==> src/rtl/eag_pkg.sv <==
package eag_pkg;

  typedef enum logic [2:0] {
    DK_NONE = 3'd0,
    DK_S8   = 3'd1,
    DK_S16  = 3'd2,
    DK_Z16  = 3'd3,
    DK_D32  = 3'd4
  } disp_kind_t;

  typedef enum logic [2:0] {
    ST_IDLE  = 3'd0,
    ST_ROUTE = 3'd1,
    ST_SIB   = 3'd2,
    ST_DISP  = 3'd3,
    ST_CALC  = 3'd4
  } eag_state_t;

  localparam logic [2:0] SEG_ES   = 3'd0;
  localparam logic [2:0] SEG_CS   = 3'd1;
  localparam logic [2:0] SEG_SS   = 3'd2;
  localparam logic [2:0] SEG_DS   = 3'd3;
  localparam logic [2:0] SEG_NONE = 3'd7;

  localparam logic [2:0] GR_AX = 3'd0;
  localparam logic [2:0] GR_CX = 3'd1;
  localparam logic [2:0] GR_DX = 3'd2;
  localparam logic [2:0] GR_BX = 3'd3;
  localparam logic [2:0] GR_SP = 3'd4;
  localparam logic [2:0] GR_BP = 3'd5;
  localparam logic [2:0] GR_SI = 3'd6;
  localparam logic [2:0] GR_DI = 3'd7;

  function automatic logic [2:0] disp_len(disp_kind_t k);
    case (k)
      DK_S8:          disp_len = 3'd1;
      DK_S16, DK_Z16: disp_len = 3'd2;
      DK_D32:         disp_len = 3'd4;
      default:        disp_len = 3'd0;
    endcase
  endfunction

endpackage

==> src/rtl/eag_form_decode.sv <==
module eag_form_decode
  import eag_pkg::*;
(
  input  logic       mode32,
  input  logic [1:0] mod_f,
  input  logic [2:0] rm_f,
  input  logic       sib_en,
  input  logic [2:0] sib_index,
  input  logic [1:0] sib_scale,
  output disp_kind_t dkind,
  output logic       base_en,
  output logic [2:0] base_sel,
  output logic       idx_en,
  output logic [2:0] idx_sel,
  output logic [1:0] idx_shift,
  output logic [2:0] dflt_seg
);

  always_comb begin
    dkind     = DK_NONE;
    base_en   = 1'b0;
    base_sel  = GR_AX;
    idx_en    = 1'b0;
    idx_sel   = GR_AX;
    idx_shift = 2'd0;
    dflt_seg  = SEG_DS;
    if (!mode32) begin
      case (mod_f)
        2'd1:    dkind = DK_S8;
        2'd2:    dkind = DK_S16;
        default: dkind = (mod_f == 2'd0 && rm_f == 3'd6) ? DK_Z16 : DK_NONE;
      endcase
      case (rm_f)
        3'd0: begin base_en = 1'b1; base_sel = GR_BX; idx_en = 1'b1; idx_sel = GR_SI; end
        3'd1: begin base_en = 1'b1; base_sel = GR_BX; idx_en = 1'b1; idx_sel = GR_DI; end
        3'd2: begin base_en = 1'b1; base_sel = GR_BP; idx_en = 1'b1; idx_sel = GR_SI; dflt_seg = SEG_SS; end
        3'd3: begin base_en = 1'b1; base_sel = GR_BP; idx_en = 1'b1; idx_sel = GR_DI; dflt_seg = SEG_SS; end
        3'd4: begin base_en = 1'b1; base_sel = GR_SI; end
        3'd5: begin base_en = 1'b1; base_sel = GR_DI; end
        3'd6: begin
          if (mod_f != 2'd0) begin
            base_en  = 1'b1;
            base_sel = GR_BP;
            dflt_seg = SEG_SS;
          end
        end
        default: begin base_en = 1'b1; base_sel = GR_BX; end
      endcase
    end else begin
      case (mod_f)
        2'd1:    dkind = DK_S8;
        2'd2:    dkind = DK_D32;
        default: dkind = (mod_f == 2'd0 && rm_f == 3'd5) ? DK_D32 : DK_NONE;
      endcase
      if (!(mod_f == 2'd0 && rm_f == 3'd5)) begin
        base_en  = 1'b1;
        base_sel = rm_f;
        if (rm_f == GR_SP || rm_f == GR_BP) dflt_seg = SEG_SS;
      end
      if (sib_en && sib_index != GR_SP) begin
        idx_en    = 1'b1;
        idx_sel   = sib_index;
        idx_shift = sib_scale;
      end
    end
  end

endmodule

==> src/rtl/eag_disp_collect.sv <==
module eag_disp_collect
  import eag_pkg::*;
#(
  parameter int BYTE_W    = 8,
  parameter int MAX_BYTES = 4,
  localparam int DISP_W   = BYTE_W * MAX_BYTES,
  localparam int CNT_W    = $clog2(MAX_BYTES + 1)
) (
  input  logic              clk,
  input  logic              rst,
  input  logic              clear,
  input  logic              load,
  input  logic [BYTE_W-1:0] byte_in,
  input  disp_kind_t        dkind,
  output logic [CNT_W-1:0]  count,
  output logic [DISP_W-1:0] disp_ext
);

  logic [BYTE_W-1:0] lane [MAX_BYTES];
  logic [DISP_W-1:0] raw;

  always_ff @(posedge clk) begin
    if (rst || clear) count <= '0;
    else if (load)    count <= count + 1'b1;
  end

  for (genvar g = 0; g < MAX_BYTES; g++) begin : g_lane
    always_ff @(posedge clk) begin
      if (rst || clear)                     lane[g] <= '0;
      else if (load && count == CNT_W'(g))  lane[g] <= byte_in;
    end
    assign raw[g*BYTE_W +: BYTE_W] = lane[g];
  end

  always_comb begin
    case (dkind)
      DK_S8:   disp_ext = {{(DISP_W-BYTE_W){raw[BYTE_W-1]}}, raw[BYTE_W-1:0]};
      DK_S16:  disp_ext = {{(DISP_W-2*BYTE_W){raw[2*BYTE_W-1]}}, raw[2*BYTE_W-1:0]};
      DK_Z16:  disp_ext = {{(DISP_W-2*BYTE_W){1'b0}}, raw[2*BYTE_W-1:0]};
      DK_D32:  disp_ext = raw;
      default: disp_ext = '0;
    endcase
  end

endmodule

==> src/rtl/eag_offset_sum.sv <==
module eag_offset_sum #(
  parameter int REG_W  = 32,
  parameter int NREG   = 8,
  localparam int SEL_W = $clog2(NREG),
  localparam int HALF_W = REG_W / 2
) (
  input  logic [NREG*REG_W-1:0] gpr_flat,
  input  logic                  mode32,
  input  logic                  base_en,
  input  logic [SEL_W-1:0]      base_sel,
  input  logic                  idx_en,
  input  logic [SEL_W-1:0]      idx_sel,
  input  logic [1:0]            idx_shift,
  input  logic [REG_W-1:0]      disp,
  output logic [REG_W-1:0]      sum
);

  logic [REG_W-1:0] gpr [NREG];
  logic [REG_W-1:0] base_term;
  logic [REG_W-1:0] idx_term;
  logic [REG_W-1:0] full;

  for (genvar g = 0; g < NREG; g++) begin : g_unpack
    assign gpr[g] = gpr_flat[g*REG_W +: REG_W];
  end

  always_comb begin
    base_term = base_en ? gpr[base_sel] : '0;
    idx_term  = idx_en ? (gpr[idx_sel] << idx_shift) : '0;
    full      = base_term + idx_term + disp;
    sum       = mode32 ? full : {{(REG_W-HALF_W){1'b0}}, full[HALF_W-1:0]};
  end

endmodule

==> src/rtl/eff_addr_unit.sv <==
module eff_addr_unit
  import eag_pkg::*;
#(
  parameter int REG_W  = 32,
  parameter int NREG   = 8,
  parameter int BYTE_W = 8,
  localparam int MAX_BYTES = REG_W / BYTE_W,
  localparam int CNT_W     = $clog2(MAX_BYTES + 1)
) (
  input  logic                  clk,
  input  logic                  rst,
  input  logic                  start,
  output logic                  start_ready,
  input  logic [7:0]            modrm,
  input  logic                  addr32,
  input  logic [2:0]            seg_ovr,
  input  logic                  byte_valid,
  output logic                  byte_ready,
  input  logic [BYTE_W-1:0]     byte_data,
  input  logic [NREG*REG_W-1:0] gpr_flat,
  output logic                  done,
  output logic                  err,
  output logic [REG_W-1:0]      offset,
  output logic [2:0]            seg_out
);

  eag_state_t  state;
  logic [1:0]  mod_q;
  logic [2:0]  rm_q;
  logic        mode32_q;
  logic [2:0]  ovr_q;
  logic [7:0]  sib_q;
  logic        sib_seen_q;

  logic [2:0]  rm_eff;
  disp_kind_t  dkind;
  logic        base_en, idx_en;
  logic [2:0]  base_sel, idx_sel, dflt_seg;
  logic [1:0]  idx_shift;
  logic [CNT_W-1:0]  dcount;
  logic [REG_W-1:0]  disp_ext;
  logic [REG_W-1:0]  sum;
  logic [2:0]        nbytes;
  logic              take_start, take_byte, load_disp;

  assign start_ready = (state == ST_IDLE) && !done;
  assign byte_ready  = (state == ST_SIB) || (state == ST_DISP);
  assign take_start  = start && start_ready;
  assign take_byte   = byte_ready && byte_valid;
  assign load_disp   = take_byte && (state == ST_DISP);
  assign rm_eff      = sib_seen_q ? sib_q[2:0] : rm_q;
  assign nbytes      = disp_len(dkind);

  eag_form_decode u_dec (
    .mode32    (mode32_q),
    .mod_f     (mod_q),
    .rm_f      (rm_eff),
    .sib_en    (sib_seen_q),
    .sib_index (sib_q[5:3]),
    .sib_scale (sib_q[7:6]),
    .dkind     (dkind),
    .base_en   (base_en),
    .base_sel  (base_sel),
    .idx_en    (idx_en),
    .idx_sel   (idx_sel),
    .idx_shift (idx_shift),
    .dflt_seg  (dflt_seg)
  );

  eag_disp_collect #(.BYTE_W(BYTE_W), .MAX_BYTES(MAX_BYTES)) u_disp (
    .clk      (clk),
    .rst      (rst),
    .clear    (take_start),
    .load     (load_disp),
    .byte_in  (byte_data),
    .dkind    (dkind),
    .count    (dcount),
    .disp_ext (disp_ext)
  );

  eag_offset_sum #(.REG_W(REG_W), .NREG(NREG)) u_sum (
    .gpr_flat  (gpr_flat),
    .mode32    (mode32_q),
    .base_en   (base_en),
    .base_sel  (base_sel),
    .idx_en    (idx_en),
    .idx_sel   (idx_sel),
    .idx_shift (idx_shift),
    .disp      (disp_ext),
    .sum       (sum)
  );

  always_ff @(posedge clk) begin
    if (rst) begin
      state      <= ST_IDLE;
      mod_q      <= '0;
      rm_q       <= '0;
      mode32_q   <= 1'b0;
      ovr_q      <= SEG_NONE;
      sib_q      <= '0;
      sib_seen_q <= 1'b0;
      done       <= 1'b0;
      err        <= 1'b0;
      offset     <= '0;
      seg_out    <= SEG_DS;
    end else begin
      done <= 1'b0;
      case (state)
        ST_IDLE: begin
          if (take_start) begin
            mod_q      <= modrm[7:6];
            rm_q       <= modrm[2:0];
            mode32_q   <= addr32;
            ovr_q      <= seg_ovr;
            sib_q      <= '0;
            sib_seen_q <= 1'b0;
            state      <= ST_ROUTE;
          end
        end
        ST_ROUTE: begin
          if (mod_q == 2'd3) begin
            done   <= 1'b1;
            err    <= 1'b1;
            offset <= '0;
            state  <= ST_IDLE;
          end else if (mode32_q && rm_q == 3'd4 && !sib_seen_q) begin
            state <= ST_SIB;
          end else if (nbytes != 3'd0) begin
            state <= ST_DISP;
          end else begin
            state <= ST_CALC;
          end
        end
        ST_SIB: begin
          if (take_byte) begin
            sib_q      <= byte_data;
            sib_seen_q <= 1'b1;
            state      <= ST_ROUTE;
          end
        end
        ST_DISP: begin
          if (take_byte && dcount == CNT_W'(nbytes - 3'd1)) state <= ST_CALC;
        end
        ST_CALC: begin
          done    <= 1'b1;
          err     <= 1'b0;
          offset  <= sum;
          seg_out <= (ovr_q == SEG_NONE) ? dflt_seg : ovr_q;
          state   <= ST_IDLE;
        end
        default: state <= ST_IDLE;
      endcase
    end
  end

endmodule

==> config.mk <==
export PLATFORM = sky130hd
export DESIGN_NAME = eff_addr_unit
export DESIGN_NICKNAME = d
export VERILOG_FILES = /design/src/rtl/eag_pkg.sv /design/src/rtl/eag_form_decode.sv /design/src/rtl/eag_disp_collect.sv /design/src/rtl/eag_offset_sum.sv /design/src/rtl/eff_addr_unit.sv
export SDC_FILE = /design/constraint.sdc
export NUM_CORES = 1
export LEC_CHECK = 0
export CAP_MARGIN = 5
export CELL_PAD_IN_SITES_DETAIL_PLACEMENT = 0
export CELL_PAD_IN_SITES_GLOBAL_PLACEMENT = 2
export CORE_ASPECT_RATIO = 1.75
export CORE_MARGIN = 2
export CORE_UTILIZATION = 28
export CTS_CLUSTER_DIAMETER = 30
export DETAILED_ROUTE_END_ITERATION = 8
export PLACE_DENSITY_LB_ADDON = 0.1
export SLEW_MARGIN = 20
export SYNTH_ARGS = -nofsm -noshare
export SYNTH_HDL_FRONTEND = slang
export SYNTH_SLANG_ARGS = --single-unit
==> constraint.sdc <==
create_clock -name clk -period 7.4 [get_ports clk]
set_clock_uncertainty 0.05 [all_clocks]
set_input_delay 0.74 -clock clk [delete_from_list [all_inputs] [get_ports clk]]
set_output_delay 0.74 -clock clk [all_outputs]
set_load 0.02 [all_outputs]
# Yosys cells after proc, flatten, opt, wreduce, memory -nomap -nowiden
# Memories as Yosys holds them, arrays and structs flattened.
# Index checks and enable logic that the tools add are counted.
[op_classes]
mul = 0
shift = 1
n_eq_ne = 28
n_mux = 76
reduce_logical = 36
magnitude_cmp = 2
div = 0
addsub = 4
n_bitwise = 6
[ops]
columns = ["cell", "n"]
rows = [
  ["2-to-1 mux 32 bit", 8],
  ["binary-select mux 32 bit (select 3 bit)", 2],
  ["case mux 32 bit (4 select lines)", 1],
  ["adder 32 bit", 2],
  ["case mux 32 bit (2 select lines)", 1],
  ["2-to-1 mux 3 bit", 17],
  ["2-to-1 mux 8 bit", 6],
  ["<< shifter 32 x 2 -> 32 bit", 1],
  ["2-to-1 mux 1 bit", 27],
  ["== test 3 x 2 -> 1 bit (second input constant)", 8],
  ["case mux 3 bit (2 select lines)", 4],
  ["case mux 3 bit (4 select lines)", 2],
  ["== test 3 bit (second input constant)", 7],
  ["case mux 8 bit (2 select lines)", 1],
  ["logical AND 1 bit", 14],
  ["== test 3 x 1 -> 1 bit (second input constant)", 4],
  ["zero test 3 bit", 3],
  ["case mux 3 bit (3 select lines)", 1],
  [">= comparator 4 bit (second input constant)", 2],
  ["inverter 3 -> 4 bit", 2],
  ["OR reduction 2 bit", 4],
  ["2-to-1 mux 2 bit", 3],
  ["case mux 1 bit (2 select lines)", 3],
  ["AND reduction 3 bit", 2],
  ["other kinds (16)", 28],
]
[totals]
ramBits = 32
romBits = 0
mem_count = 1
latchBits = 0
in_bits = 280
ff_bits = 61
[memory_table]
columns = ["memory", "words", "word_bits", "rd", "rd_clocked_by_memory_dff", "write_ports", "line_no", "text"]
rows = [
  ["u_disp.lane", 4, 8, 4, 0, 4, "eag_disp_collect.sv:19", "logic [BYTE_W-1:0] lane [MAX_BYTES];"],
]

# Longest topological paths before layout
[logic_depth]
ltp_word = 15
mapped_depth = 25
depth_no_buf = 21

# Hierarchy
# Synthesis repeated with hierarchy kept, for this count alone.
[unflattened]
cells_unflattened = 1212
area_unflattened_um2 = 11796.3
[modules_own_cells]
columns = ["mod", "cells_per_inst", "area_each_um2", "instances"]
rows = [
  ["eag_offset_sum", 744, 7203.2, 1],
  ["eff_addr_unit", 242, 2264.7, 1],
  ["eag_disp_collect", 173, 1971.9, 1],
  ["eag_form_decode", 53, 356.6, 1],
]

# Worst setup path after synthesis
# No wires, ideal clock.
[synth_timing]
path_type = "reg-to-reg"
from = "reg sib_seen_q"
to = "reg offset[24]"
path_buffers = 3
stages_incl_launch_ff = 22
slack_ps = 1771
t_arrival_ps = 5454
synth_period_minus_slack_ps = 5629
setup_time_ps = 125
cell_sequence = "dfxtp_1 buf_4 mux2i_2 o31ai_1 a21oi_1 buf_2 buf_2 mux4_2 mux2_2 nand2_1 fa_1 inv_1 ha_1 a21o_1 a21o_1 a2111oi_0 o211ai_1 a21bo_2 o31a_1 a211oi_1 xor2_1 o21ai_0"
[synth_via]
elab_chain_len = 15
[synth_rtl]
columns = ["element", "line_no", "text"]
rows = [
  ["start: declaration", "eff_addr_unit.sv:33", "logic sib_seen_q;"],
  ["start signal: assignment", "eff_addr_unit.sv:101", "sib_seen_q <= 1'b0;"],
  ["start signal: assignment", "eff_addr_unit.sv:116", "sib_seen_q <= 1'b0;"],
  ["start signal: assignment", "eff_addr_unit.sv:137", "sib_seen_q <= 1'b1;"],
  ["2-to-1 mux 3 bit", "eff_addr_unit.sv:51", "assign rm_eff = sib_seen_q ? sib_q[2:0] : rm_q;"],
  ["== test 3 x 1 -> 1 bit (tied with other cells)", "eag_form_decode.sv:33", "case (rm_f)"],
  ["OR reduction 2 bit (no line)", "--", ""],
  ["case mux 3 bit (2 select lines)", "eag_form_decode.sv:33", ""],
  ["2-to-1 mux 3 bit", "eag_form_decode.sv:27", "if (!mode32) begin"],
  ["inverter 3 -> 4 bit (not written as such)", "eag_offset_sum.sv:29", "idx_term = idx_en ? (gpr[idx_sel] << idx_shift) : '0;"],
  ["binary-select mux 32 bit (select 3 bit)", "eag_offset_sum.sv:29", ""],
  ["2-to-1 mux 32 bit (not written as such) (2 in a row)", "eag_offset_sum.sv:29", ""],
  ["<< shifter 32 x 2 -> 32 bit", "eag_offset_sum.sv:29", ""],
  ["2-to-1 mux 32 bit", "eag_offset_sum.sv:29", ""],
  ["adder 32 bit", "eag_offset_sum.sv:30", "full = base_term + idx_term + disp;"],
  ["adder 32 bit *", "eag_offset_sum.sv:30", ""],
  ["2-to-1 mux 32 bit *", "eag_offset_sum.sv:31", "sum = mode32 ? full : {{(REG_W-HALF_W){1'b0}}, full[HALF_W-1:0]};"],
  ["case mux 32 bit (2 select lines) *", "eff_addr_unit.sv:108", "case (state)"],
  ["end signal: assignment", "eff_addr_unit.sv:147", "offset <= sum;"],
  ["end: declaration", "eff_addr_unit.sv:23", "output logic [REG_W-1:0] offset,"],
]
# Every way passes the cells marked *; elsewhere a longest branch is shown, timed or not. The select of a mux whose other input is x is not followed.
# A chain may end at the register's enable or synchronous reset.

# Worst setup path after layout
[layout_timing]
from = "reg mode32_q"
to = "reg offset[31]"
[layout_via]
elab_chain_len = 11
[layout_rtl]
columns = ["element", "line_no", "text"]
rows = [
  ["start: declaration", "eff_addr_unit.sv:30", "logic mode32_q;"],
  ["start signal: assignment", "eff_addr_unit.sv:113", "mode32_q <= addr32;"],
  ["2-to-1 mux 3 bit", "eag_form_decode.sv:27", ""],
  ["inverter 3 -> 4 bit (not written as such)", "eag_offset_sum.sv:29", ""],
  ["binary-select mux 32 bit (select 3 bit)", "eag_offset_sum.sv:29", ""],
  ["2-to-1 mux 32 bit (not written as such) (2 in a row)", "eag_offset_sum.sv:29", ""],
  ["<< shifter 32 x 2 -> 32 bit", "eag_offset_sum.sv:29", ""],
  ["2-to-1 mux 32 bit", "eag_offset_sum.sv:29", ""],
  ["adder 32 bit (2 in a row)", "eag_offset_sum.sv:30", ""],
  ["2-to-1 mux 32 bit *", "eag_offset_sum.sv:31", ""],
  ["case mux 32 bit (2 select lines) *", "eff_addr_unit.sv:108", ""],
]
# Marks and branches as above.

==> results.sh <==
export IMPL_die_h_um=271.1
export IMPL_critPathRequiredTime_ps=7610
export IMPL_final_max_slew_viol_count=0
export IMPL_finalCritPeriodShare=0.8800
export IMPL_grt_pass1_vias=12315
export IMPL_crit_fanout=21
export IMPL_grt_first_pass_wirelength_mm=74.46
export IMPL_synth_cell_types=72
export IMPL_finalSetupTns_ps=0
export IMPL_p_per_area_mw_per_mm2=413.7
export IMPL_synth_area_mm2=0.01142
export IMPL_clock_latency_ps=360
export IMPL_setup_viol=0
export IMPL_power_mw=6.459
export IMPL_cts_resized=0
export IMPL_die_x_um=156.6
export IMPL_ir_drop_v=0.0002493
export IMPL_synth_edff_count=32
export IMPL_yosysSeqAreaShare=0.1911
export IMPL_rsz0062_at_grt="no"
export IMPL_place_gp_congestion=0.8562
export IMPL_htreeDepth=3
export IMPL_drive_gt1_frac=0.09469
export IMPL_hold_viol_final=0
export IMPL_end_kind="register"
export IMPL_drc=0
export IMPL_min_to="seg_out[2]"
export IMPL_ys_ff_latch=93
export IMPL_nets=2101
export IMPL_max_freq_ghz=0.1536
export IMPL_async_flop_share=0
export IMPL_initial_utilization=0.2842
export IMPL_cts_sinks=93
export IMPL_yosysWarnings=0
export IMPL_synth_nets=1838
export IMPL_avgSynthCellArea_um2=7.688
export IMPL_period_minus_slack_ps=6512
export IMPL_antenna_found_initial=4
export IMPL_cp_start_kind="register"
export IMPL_cts_path_max_buffers=2
export IMPL_synthXorXnorAreaFrac=0.02422
export IMPL_min_delay_path_depth=2
export IMPL_synth_flop_cell="dfxtp_1"
export IMPL_vias_per_cell=5.190
export IMPL_cts_tree="yes"
export IMPL_synth_top_cell_area_share=0.1243
export IMPL_cts_hold_fix_buffers=0
export IMPL_layout_common_cells="374 x nand2_1, 315 x clkdlybuf4s50_1, 153 x nand3_1"
export IMPL_synth_compound_gate_area_share=0.1552
export IMPL_maxSlewHeadroom=0.3525
export IMPL_min_from="seg_out[2]"
export IMPL_core_area_mm2=0.04017
export IMPL_grt_usage=0.2292
export IMPL_hpwlAfterDp_mm=39.91
export IMPL_r2r_end="offset[31]"
export IMPL_vias=11942
export IMPL_synthSimpleGateAreaFrac=0.2759
export IMPL_worstPathArrival_ps=6720
export IMPL_first_pass_iters=5
export IMPL_synth_mux_area_fraction=0.1901
export IMPL_globalRouteOverflowTotal=0
export IMPL_grt_max_degree=64
export IMPL_timing_rr_start="mode32_q"
export IMPL_drt_antenna_violating_nets=0
export IMPL_ys_top_cells_by_area="mux4_2 12%, nand2_1 12%, dfxtp_1 11%"
export IMPL_rows=97
export IMPL_ff2ff_setup_slack_ps=890
export IMPL_synthCells=1485
export IMPL_cts_buffers=9
export IMPL_post_cts_buffers=0
export IMPL_first_iter_violations=771
export IMPL_cts_clk_slew_worst_paths_ps=70
export IMPL_mostFrequentLayoutCell="nand2_1"
export IMPL_synth_top_cell_by_area="mux4_2"
export IMPL_min_path_type="reg -> reg"
export IMPL_root_buffer="clkbuf_16"
export IMPL_status="finished, final reports clean"
export IMPL_die_area_mm2=0.04247
export IMPL_leakagePower_nw=6.363
export IMPL_crit_type="reg -> reg"
export IMPL_pin_count=319
export IMPL_worstMarginPinSlew_ps=966.0
export IMPL_area_growth_pct=36.73
export IMPL_yosys_area_share_adder=0.1010
export IMPL_routed_wirelength_mm=49.49
export IMPL_max_cap_violations=0
export IMPL_synth_top_family_by_area="simple AND/OR/NAND/NOR gates"
export IMPL_wl_per_cell_um=21.51
export IMPL_port_buffers=315
export IMPL_r2r_cells=20
-- cell families after synthesis --
| kind of cell | after synthesis |
|---|---|
| DFF | 93 |
| xor gates and xnor gates | 30 |
| buffers and inverters | 181 |
| and+or+nand+nor | 704 |
| muxes | 133 |
| adders and majority gates | 73 |
| AOI/OAI and AO/OA | 271 |
-- routing by layer --
layer  share of wire  wire [um]  vias up  track usage
li1                -          -     5781            -
met1            0.41      20470     5713       0.2823
met2            0.51      25370      410       0.4160
met3           0.056       2768       38      0.03188
met4           0.018        880        0      0.05698
met5               0          0        -            0
-- worst max-delay path, stage by stage, from the launching register on --
cell	delay [ps]
dfxtp_1	820
nor4b_1	260
or3_2	750
nand3_1	150
nand2_1	60
o21ai_0	480
mux2i_1	210
or2_2	330
fa_1	510
inv_1	50
ha_1	210
fa_1	470
a21oi_1	240
nand4b_1	200
a21o_1	190
a31oi_1	100
nor3_1	400
o21bai_1	140
a221oi_1	310
xnor3_1	280
a22o_1	200
-- cell type report --
cell class	instances	area, um2
Sequential cell	93	2182
Clock inverter	5	80.08
Multi-Input combinational cell	1211	8588
Fill cell	4165	24560
Inverter	82	307.8
Tap cell	544	680.7
Antenna cell	4	10.01
Clock buffer	11	264.0
Timing Repair Buffer	351	3498
-- sequential cells by signal, indices dropped and copies added, names as in the netlist --
| register | flops |
|---|---|
| u_disp.lane | 32 |
| err | 1 |
| mode32_q | 1 |
| sib_seen_q | 1 |
| sib_q | 8 |
| mod_q | 2 |
| rm_q | 3 |
| done | 1 |
| ovr_q | 3 |
| state | 3 |
| u_disp.count | 3 |
| seg_out | 3 |
| offset | 32 |
-- report_power, final --
part	switching, mW	internal [mW]
Combinational	3.06	2.16
Clock	0.205	0.325
Sequential	0.0745	0.626
Total	3.34	3.11
-- through the flow --
stage / setup WS [ps] / utilization / area [um2] / hold WS [ps] / instances
global placement: 856.4 / 0.3798 / 15260 / 393.2 / 2281
detailed placement: 768.9 / 0.3798 / 15260 / 399.4 / 2281
global route: 412.2 / 0.3886 / 15610 / 440.8 / 2301
CTS: 763.7 / 0.3884 / 15600 / 416.1 / 2297
finish: 887.7 / 0.3886 / 15610 / 413.2 / 2301
floorplan: 1771 / - / 11420 / 403.9 / 1485
-- worst max path at each step --
stage          cells past startpoint  slack (ps)         end        from
4_1_cts                           20         760  offset[31]    mode32_q
3_5_place_dp                      20         770  offset[31]    mode32_q
2_1_floorplan                     21        1770  offset[24]  sib_seen_q
5_1_grt                           20         410  offset[31]    mode32_q
3_3_place_gp                      20         860  offset[31]    mode32_q
6_report                          20         890  offset[31]    mode32_q
-- synth_stat cells, types with 3 or more instances --
cell,instances
nand2_1,374
nor4_1,4
buf_1,9
or3_1,7
and2_1,39
fa_1,32
a32oi_1,5
nor3_1,14
a2111oi_0,4
a32o_1,4
nor2_1,59
nand3b_1,7
nor4b_1,3
a31oi_1,6
mux4_2,63
mux2_2,34
edfxtp_1,32
a211oi_1,5
mux2i_1,33
nand2b_1,9
o22a_1,26
o21ai_0,59
o22ai_1,3
nor2b_1,11
nand4_1,5
dfxtp_1,61
a22oi_1,24
xnor2_1,20
buf_2,11
o211ai_1,3
a21oi_1,82
a22o_1,4
xor2_1,9
and3_1,6
a221oi_1,3
clkbuf_1,76
nand3_1,154
o21bai_1,6
o21a_1,3
ha_1,41
a21o_1,16
inv_1,82
No activity file was read; power rests on OpenSTA's default activity.
